`config.mk`:
```
export PLATFORM = sky130hd
export DESIGN_NAME = halfpel_interp
export DESIGN_NICKNAME = d
export VERILOG_FILES = /design/src/rtl/interp_pkg.sv /design/src/rtl/interp_regs.sv /design/src/rtl/interp_avg.sv /design/src/rtl/halfpel_interp.sv
export SDC_FILE = /design/constraint.sdc
export NUM_CORES = 1
export LEC_CHECK = 0
export BUFFER_PORTS_ARGS = -buffer_cell sky130_fd_sc_hd__buf_2
export CAP_MARGIN = 40
export CORE_MARGIN = 2
export CORE_UTILIZATION = 45
export CTS_CLUSTER_DIAMETER = 100
export DETAILED_ROUTE_END_ITERATION = 7
export PLACE_DENSITY = 0.68
export SLEW_MARGIN = 25
export SYNTH_ARGS = -nofsm -noshare
export SYNTH_HDL_FRONTEND = slang
export SYNTH_SLANG_ARGS = --single-unit
```
`constraint.sdc`:
```
create_clock -name clk -period 4.8 [get_ports clk]
set_input_delay 0.24 -clock clk [delete_from_list [all_inputs] [get_ports clk]]
set_output_delay 0.24 -clock clk [all_outputs]
set_load 0.02 [all_outputs]
```
`src/rtl/interp_pkg.sv`:
```
package interp_pkg;

    parameter int PIX_W = 8;
    parameter int SUM_W = PIX_W + 2;

    typedef enum logic [2:0] {
        IDX_A    = 3'd0,
        IDX_B    = 3'd1,
        IDX_C    = 3'd2,
        IDX_D    = 3'd3,
        IDX_R    = 3'd4,
        IDX_AVG2 = 3'd5,
        IDX_AVG4 = 3'd6,
        IDX_NONE = 3'd7
    } reg_idx_e;

    typedef struct packed {
        logic [PIX_W-1:0] a;
        logic [PIX_W-1:0] b;
        logic [PIX_W-1:0] c;
        logic [PIX_W-1:0] d;
        logic             r;
    } sample_s;

endpackage

```
`src/rtl/interp_regs.sv`:
```
module interp_regs
    import interp_pkg::*;
(
    input  logic             clk,
    input  logic             rst_n,
    input  logic             wr_en,
    input  reg_idx_e         idx,
    input  logic [PIX_W-1:0] wbyte,
    output sample_s          smp_o
);

    sample_s smp_d, smp_q;

    always_comb begin
        smp_d = smp_q;
        if (wr_en) begin
            case (idx)
                IDX_A:   smp_d.a = wbyte;
                IDX_B:   smp_d.b = wbyte;
                IDX_C:   smp_d.c = wbyte;
                IDX_D:   smp_d.d = wbyte;
                IDX_R:   smp_d.r = wbyte[0];
                default: smp_d = smp_q;
            endcase
        end
    end

    always_ff @(posedge clk or negedge rst_n) begin
        if (!rst_n) smp_q <= '0;
        else        smp_q <= smp_d;
    end

    assign smp_o = smp_q;

    AST_WR_SAMPLE_A: assert property (@(posedge clk) disable iff (!rst_n)
        (wr_en && idx == IDX_A) |=> (smp_o.a == $past(wbyte)));
    AST_WR_SAMPLE_D: assert property (@(posedge clk) disable iff (!rst_n)
        (wr_en && idx == IDX_D) |=> (smp_o.d == $past(wbyte)));
    AST_WR_ROUND: assert property (@(posedge clk) disable iff (!rst_n)
        (wr_en && idx == IDX_R) |=> (smp_o.r == $past(wbyte[0])));
    AST_IDLE_HOLD: assert property (@(posedge clk) disable iff (!rst_n)
        !wr_en |=> $stable(smp_o));

endmodule

```
`src/rtl/interp_avg.sv`:
```
module interp_avg
    import interp_pkg::*;
(
    input  logic             clk,
    input  logic             rst_n,
    input  sample_s          smp,
    output logic [PIX_W-1:0] avg2_o,
    output logic [PIX_W-1:0] avg4_o
);

    logic [SUM_W-1:0] sum2, sum4;

    always_comb begin
        sum2 = SUM_W'(smp.a) + SUM_W'(smp.b) + SUM_W'(1) - SUM_W'(smp.r);
        sum4 = SUM_W'(smp.a) + SUM_W'(smp.b) + SUM_W'(smp.c) + SUM_W'(smp.d)
             + SUM_W'(2) - SUM_W'(smp.r);
        avg2_o = sum2[PIX_W:1];
        avg4_o = sum4[PIX_W+1:2];
    end

    logic [PIX_W-1:0] lo2, hi2, lo4, hi4;
    always_comb begin
        lo2 = (smp.a < smp.b) ? smp.a : smp.b;
        hi2 = (smp.a < smp.b) ? smp.b : smp.a;
        lo4 = lo2;
        hi4 = hi2;
        if (smp.c < lo4) lo4 = smp.c;
        if (smp.d < lo4) lo4 = smp.d;
        if (smp.c > hi4) hi4 = smp.c;
        if (smp.d > hi4) hi4 = smp.d;
    end

    AST_AVG2_BOUND: assert property (@(posedge clk) disable iff (!rst_n)
        (avg2_o >= lo2) && (avg2_o <= hi2));
    AST_AVG4_BOUND: assert property (@(posedge clk) disable iff (!rst_n)
        (avg4_o >= lo4) && (avg4_o <= hi4));

endmodule

```
`src/rtl/halfpel_interp.sv`:
```
module halfpel_interp
    import interp_pkg::*;
#(
    parameter int ADDR_W = 8,
    parameter int DATA_W = 32
) (
    input  logic              clk,
    input  logic              rst_n,
    input  logic              sel_i,
    input  logic              we_i,
    input  logic [ADDR_W-1:0] addr_i,
    input  logic [DATA_W-1:0] wdata_i,
    output logic [DATA_W-1:0] rdata_o,
    output logic              ready_o
);

    typedef struct packed {
        logic [DATA_W-1:0] rdata;
    } rd_state_s;

    reg_idx_e         idx;
    logic             wr_en;
    logic             rd_en;
    sample_s          smp;
    logic [PIX_W-1:0] avg2, avg4;
    rd_state_s        st_d, st_q;
    logic             unused_bits;

    assign idx         = reg_idx_e'(addr_i[4:2]);
    assign wr_en       = sel_i && we_i && (idx <= IDX_R);
    assign rd_en       = sel_i && !we_i;
    assign unused_bits = ^{addr_i[ADDR_W-1:5], addr_i[1:0], wdata_i[DATA_W-1:PIX_W]};

    interp_regs u_regs (
        .clk   (clk),
        .rst_n (rst_n),
        .wr_en (wr_en),
        .idx   (idx),
        .wbyte (wdata_i[PIX_W-1:0]),
        .smp_o (smp)
    );

    interp_avg u_avg (
        .clk    (clk),
        .rst_n  (rst_n),
        .smp    (smp),
        .avg2_o (avg2),
        .avg4_o (avg4)
    );

    always_comb begin
        st_d = st_q;
        if (rd_en) begin
            case (idx)
                IDX_A:    st_d.rdata = DATA_W'(smp.a);
                IDX_B:    st_d.rdata = DATA_W'(smp.b);
                IDX_C:    st_d.rdata = DATA_W'(smp.c);
                IDX_D:    st_d.rdata = DATA_W'(smp.d);
                IDX_R:    st_d.rdata = DATA_W'(smp.r);
                IDX_AVG2: st_d.rdata = DATA_W'(avg2);
                IDX_AVG4: st_d.rdata = DATA_W'(avg4);
                default:  st_d.rdata = '0;
            endcase
        end
    end

    always_ff @(posedge clk or negedge rst_n) begin
        if (!rst_n) st_q <= '0;
        else        st_q <= st_d;
    end

    assign rdata_o = st_q.rdata;
    assign ready_o = 1'b1;

    AST_RD_AVG2: assert property (@(posedge clk) disable iff (!rst_n)
        (rd_en && idx == IDX_AVG2) |=> (rdata_o == DATA_W'($past(avg2))));
    AST_RD_AVG4: assert property (@(posedge clk) disable iff (!rst_n)
        (rd_en && idx == IDX_AVG4) |=> (rdata_o == DATA_W'($past(avg4))));
    AST_RD_UNMAPPED: assert property (@(posedge clk) disable iff (!rst_n)
        (rd_en && idx == IDX_NONE) |=> (rdata_o == '0));
    AST_RD_HOLD: assert property (@(posedge clk) disable iff (!rst_n)
        !rd_en |=> $stable(rdata_o));

endmodule

```
==> impl_results.rst <==
.. list-table::
   :header-rows: 1

   * - Metric
     - Value
   * - Initial core utilization
     - 45.6%
   * - Post-synthesis register bit count
     - 41
   * - Setup TNS
     - 0 ns
   * - Endpoint arrival time on the critical path
     - 4.67 ns
   * - Post-Place Worst Slack
     - 0.394 ns
   * - Layer with the highest usage
     - met2
   * - Sequential cell area fraction in the yosys report
     - 29.6%
   * - Transition at the pin with the smallest max-transition slack
     - 0.747 ns
   * - Vias/cell
     - 5.34
   * - Average size of a mapped cell
     - 9.89 µm²
   * - CTS tree
     - done
   * - GR Layer Usage met3
     - 3.04%
   * - Min Clock Period, post-route
     - 4.45 ns
   * - Number of fill cells
     - 738
   * - Maximum buffer depth of the clock tree
     - 2
   * - Most frequently used cell type in the post-synthesis netlist
     - sky130_fd_sc_hd__dfrtp_1
   * - Max Clk Rate
     - 225 MHz
   * - Mapped Area
     - 3470 µm²
   * - Max cap viols
     - 0
   * - Floorplan die height
     - 91.8 µm
   * - Top post-synthesis cells by area
     - sky130_fd_sc_hd__dfrtp_1 (30%), sky130_fd_sc_hd__ha_1 (11%), sky130_fd_sc_hd__mux2_2 (6.8%)
   * - Largest net degree at the start of global routing
     - 28
   * - Top cell type by total area after synthesis
     - sky130_fd_sc_hd__dfrtp_1
   * - CP max FO
     - 5
   * - Critical register-to-register path startpoint
     - u_regs.smp_o[17]
   * - Remaining antenna violation count after routing
     - 0
   * - Cell area after layout
     - 3750 µm²
   * - Crit start category
     - flip-flop
   * - Number of antenna violations at the first check in global routing
     - 0
   * - Delay of the slowest cell on the worst path
     - 0.53 ns
   * - Total setup violations reported at the end of the flow
     - 0
   * - Worst-path cell chain
     - ha_1 -> fa_1 -> a21oi_1 -> o22ai_2 -> xor2_2 -> xor2_1 -> fa_1 -> inv_1 -> ha_1 -> a21o_1 -> a2111oi_2 -> nor3b_1 -> or3_1 -> a211oi_1 -> a221oi_1 -> o31ai_1
   * - Largest delay share family, worst path
     - adder cells
   * - Clock tree root driver cell
     - sky130_fd_sc_hd__clkbuf_8
   * - Vias
     - 2556
   * - Core Footprint
     - 7610 µm²
   * - Post-cts repair resize count
     - 0
   * - Met1 Resource Use GR
     - 25.6%
   * - Post-detail-place hpwl
     - 6030 µm
   * - Max stage delay cell, worst path
     - sky130_fd_sc_hd__fa_1
   * - Met2 usage in global routing
     - 30.8%
   * - Die W
     - 91.8 µm
   * - Count of buffering cells on the critical path with inverters included
     - 1
   * - Setup repair after global routing missed its margin
     - false
   * - Num Clock Sinks
     - 41
   * - Total CTS buffers
     - 5
   * - H-Tree Depth
     - 2
   * - Reported leakage power
     - 1.76 nW
   * - Total Die Area
     - 8430 µm²
   * - Number of standard-cell rows in the floorplan
     - 32
   * - Type of the tightest min-delay check
     - input port to flip-flop
   * - Fin crit share
     - 92.8%
   * - Yosys warns
     - 0
   * - Slew Limit Fails
     - 0
   * - Worst hold slack
     - 0.184 ns
   * - Post-route DRC
     - 0
   * - Number of non-filler instances in the completed layout
     - 479
   * - Detailed-route wire length
     - 7470 µm
   * - Placed instance area
     - 3630 µm²
   * - Most used standard cells in the synthesized netlist
     - sky130_fd_sc_hd__dfrtp_1 (41), sky130_fd_sc_hd__inv_1 (36), sky130_fd_sc_hd__ha_1 (30)
   * - Area taken by multi-input logic gates
     - 2160 µm²
   * - Vias in the first global route
     - 2549
   * - Router iterations before antenna repair
     - 5
   * - Leading register cell type out of synthesis
     - sky130_fd_sc_hd__dfrtp_1
   * - Power density over cell area
     - 804 nW/µm²
   * - Mean routed wirelength per cell
     - 15.6 µm
   * - Number of buffers inserted by port buffering
     - 22
   * - Signed area change from the synthesized netlist to the final layout
     - 8.18%
   * - IR Drop Worst-Case VDD
     - 344 µV
   * - Global-route usage over all layers
     - 18.9%
   * - Number of different library cells in the post-synthesis netlist
     - 60
   * - Area taken by flip-flops and latches
     - 1030 µm²
   * - Final core utilization
     - 49.4%
   * - Total power
     - 3.02 mW
   * - Clock edge transition at the registers on the reported setup and hold paths
     - 0.09 ns
   * - Number of hold violations in the final report
     - 0
   * - Number of enable-type register cells in the synthesized netlist
     - 0
   * - Worst slew margin relative to its limit
     - 50.0%
   * - Post-route setup slack
     - 0.346 ns
   * - Initial DRC Count
     - 91
   * - Number of nets in the layout
     - 458
   * - Clock skew
     - 0.0138 ns
   * - Critical path capture point type
     - flip-flop
   * - Synthesized netlist cell count
     - 351
   * - Worst path required time
     - 5.02 ns
   * - Global-route congestion overflow total
     - 0
   * - Outcome
     - completed
   * - Source of the worst hold timing path
     - wdata_i[2]
   * - Async S/R FF share, synth
     - 100%
   * - Top Ports
     - 77
   * - CP startpoint
     - u_regs.smp_o[17]
   * - Share of layout cells above drive strength 1
     - 21.2%
   * - Skew-Pair Late Insertion Delay
     - 0.30 ns
   * - Routability congestion estimate
     - 0.862
   * - Antenna diode count
     - 0
   * - Share of Yosys cell area claimed by the top area cell type
     - 29.6%
   * - Setup CP Type
     - flip-flop to flip-flop
   * - First-pass GRT wire length
     - 12500 µm
   * - Placed instance count
     - 470
## per-layer routing
layer	vias up	wire [µm]	share of wire, %
li1	1233	-	-
met4	0	182	2.4
met3	15	299	4.0
met2	67	3480	47
met1	1241	3510	47
met5	-	0	0
## layout by cell type (no fill, tap or decap), types with 3 or more instances in the layout
master / count
sky130_fd_sc_hd__nand3_1: 5
sky130_fd_sc_hd__a211oi_1: 6
sky130_fd_sc_hd__nor2b_1: 3
sky130_fd_sc_hd__a211oi_2: 3
sky130_fd_sc_hd__conb_1: 25
sky130_fd_sc_hd__a21oi_1: 13
sky130_fd_sc_hd__nand2_1: 25
sky130_fd_sc_hd__clkbuf_8: 5
sky130_fd_sc_hd__ha_1: 30
sky130_fd_sc_hd__mux4_2: 6
sky130_fd_sc_hd__inv_1: 36
sky130_fd_sc_hd__nor3_1: 5
sky130_fd_sc_hd__xnor2_1: 10
sky130_fd_sc_hd__nand2b_1: 4
sky130_fd_sc_hd__dfrtp_1: 41
sky130_fd_sc_hd__mux2i_1: 6
sky130_fd_sc_hd__a21o_1: 6
sky130_fd_sc_hd__mux2_2: 21
sky130_fd_sc_hd__o21ai_0: 17
sky130_fd_sc_hd__buf_4: 3
sky130_fd_sc_hd__nor2_1: 14
sky130_fd_sc_hd__xor2_1: 5
sky130_fd_sc_hd__fa_1: 8
sky130_fd_sc_hd__buf_2: 23
sky130_fd_sc_hd__a22o_1: 6
## path summary, 6_finish.rpt
path                                    end  slack [ns]  cells past startpoint
setup / recovery                 rdata_o[7]        0.35                     16
setup reg to reg                 rdata_o[7]        0.35                     16
hold / removal             u_regs.smp_o[11]        0.18                      3
max in group asynchronous  u_regs.smp_o[31]        3.96                      3
min in group asynchronous   u_regs.smp_o[0]        0.36                      2
hold reg to reg                  rdata_o[5]        0.50                      2
## layout make-up
| cell class | instances | area share (%) |
|---|---|---|
| well taps | 102 | 3.40 |
| multi-input cells | 261 | 57.6 |
| clock inverters | 3 | 1.23 |
| repair buffers | 29 | 4.77 |
| flip-flops and latches | 41 | 27.3 |
| clock buffers | 5 | 1.83 |
| inverters | 38 | 3.80 |
## timing repair
| item | CTS | global route |
|---|---|---|
| hold buffers | 1 | 0 |
| endpoints found under the setup margin | 0 | 0 |
| buffers inserted | 0 | 0 |
| hold endpoints to repair | 14 | 0 |
## state kept, by name, summed over array words and instances (netlist names)
name / count
u_regs.smp_o: 33
rdata_o: 8
## kinds of logic after synthesis
| group | share of synthesized area (%) |
|---|---|
| compound gates | 16.0 |
| flops | 29.6 |
| buf+inv | 10.6 |
| xor+xnor | 5.98 |
| fa+ha+maj | 15.4 |
| other cells | 0.216 |
| simple gates | 9.81 |
| mux | 12.4 |
## worst register-to-register path: cells and delay by family, from the launching register on
| kind | cells | cell delay, ns |
|---|---|---|
| fa+ha+maj | 4 | 1.57 |
| simple gates | 2 | 0.54 |
| buf+inv | 1 | 0.05 |
| flops | 1 | 0.41 |
| xor+xnor | 2 | 0.40 |
| compound gates | 7 | 1.41 |
## power breakdown
part	internal, mW	switching, mW	total (mW)
sequential	0.438	0.0714	0.509
combinational	1.01	1.21	2.22
clock	0.156	0.135	0.290
total	1.60	1.42	3.02
(Power assumes the default switching activity.)
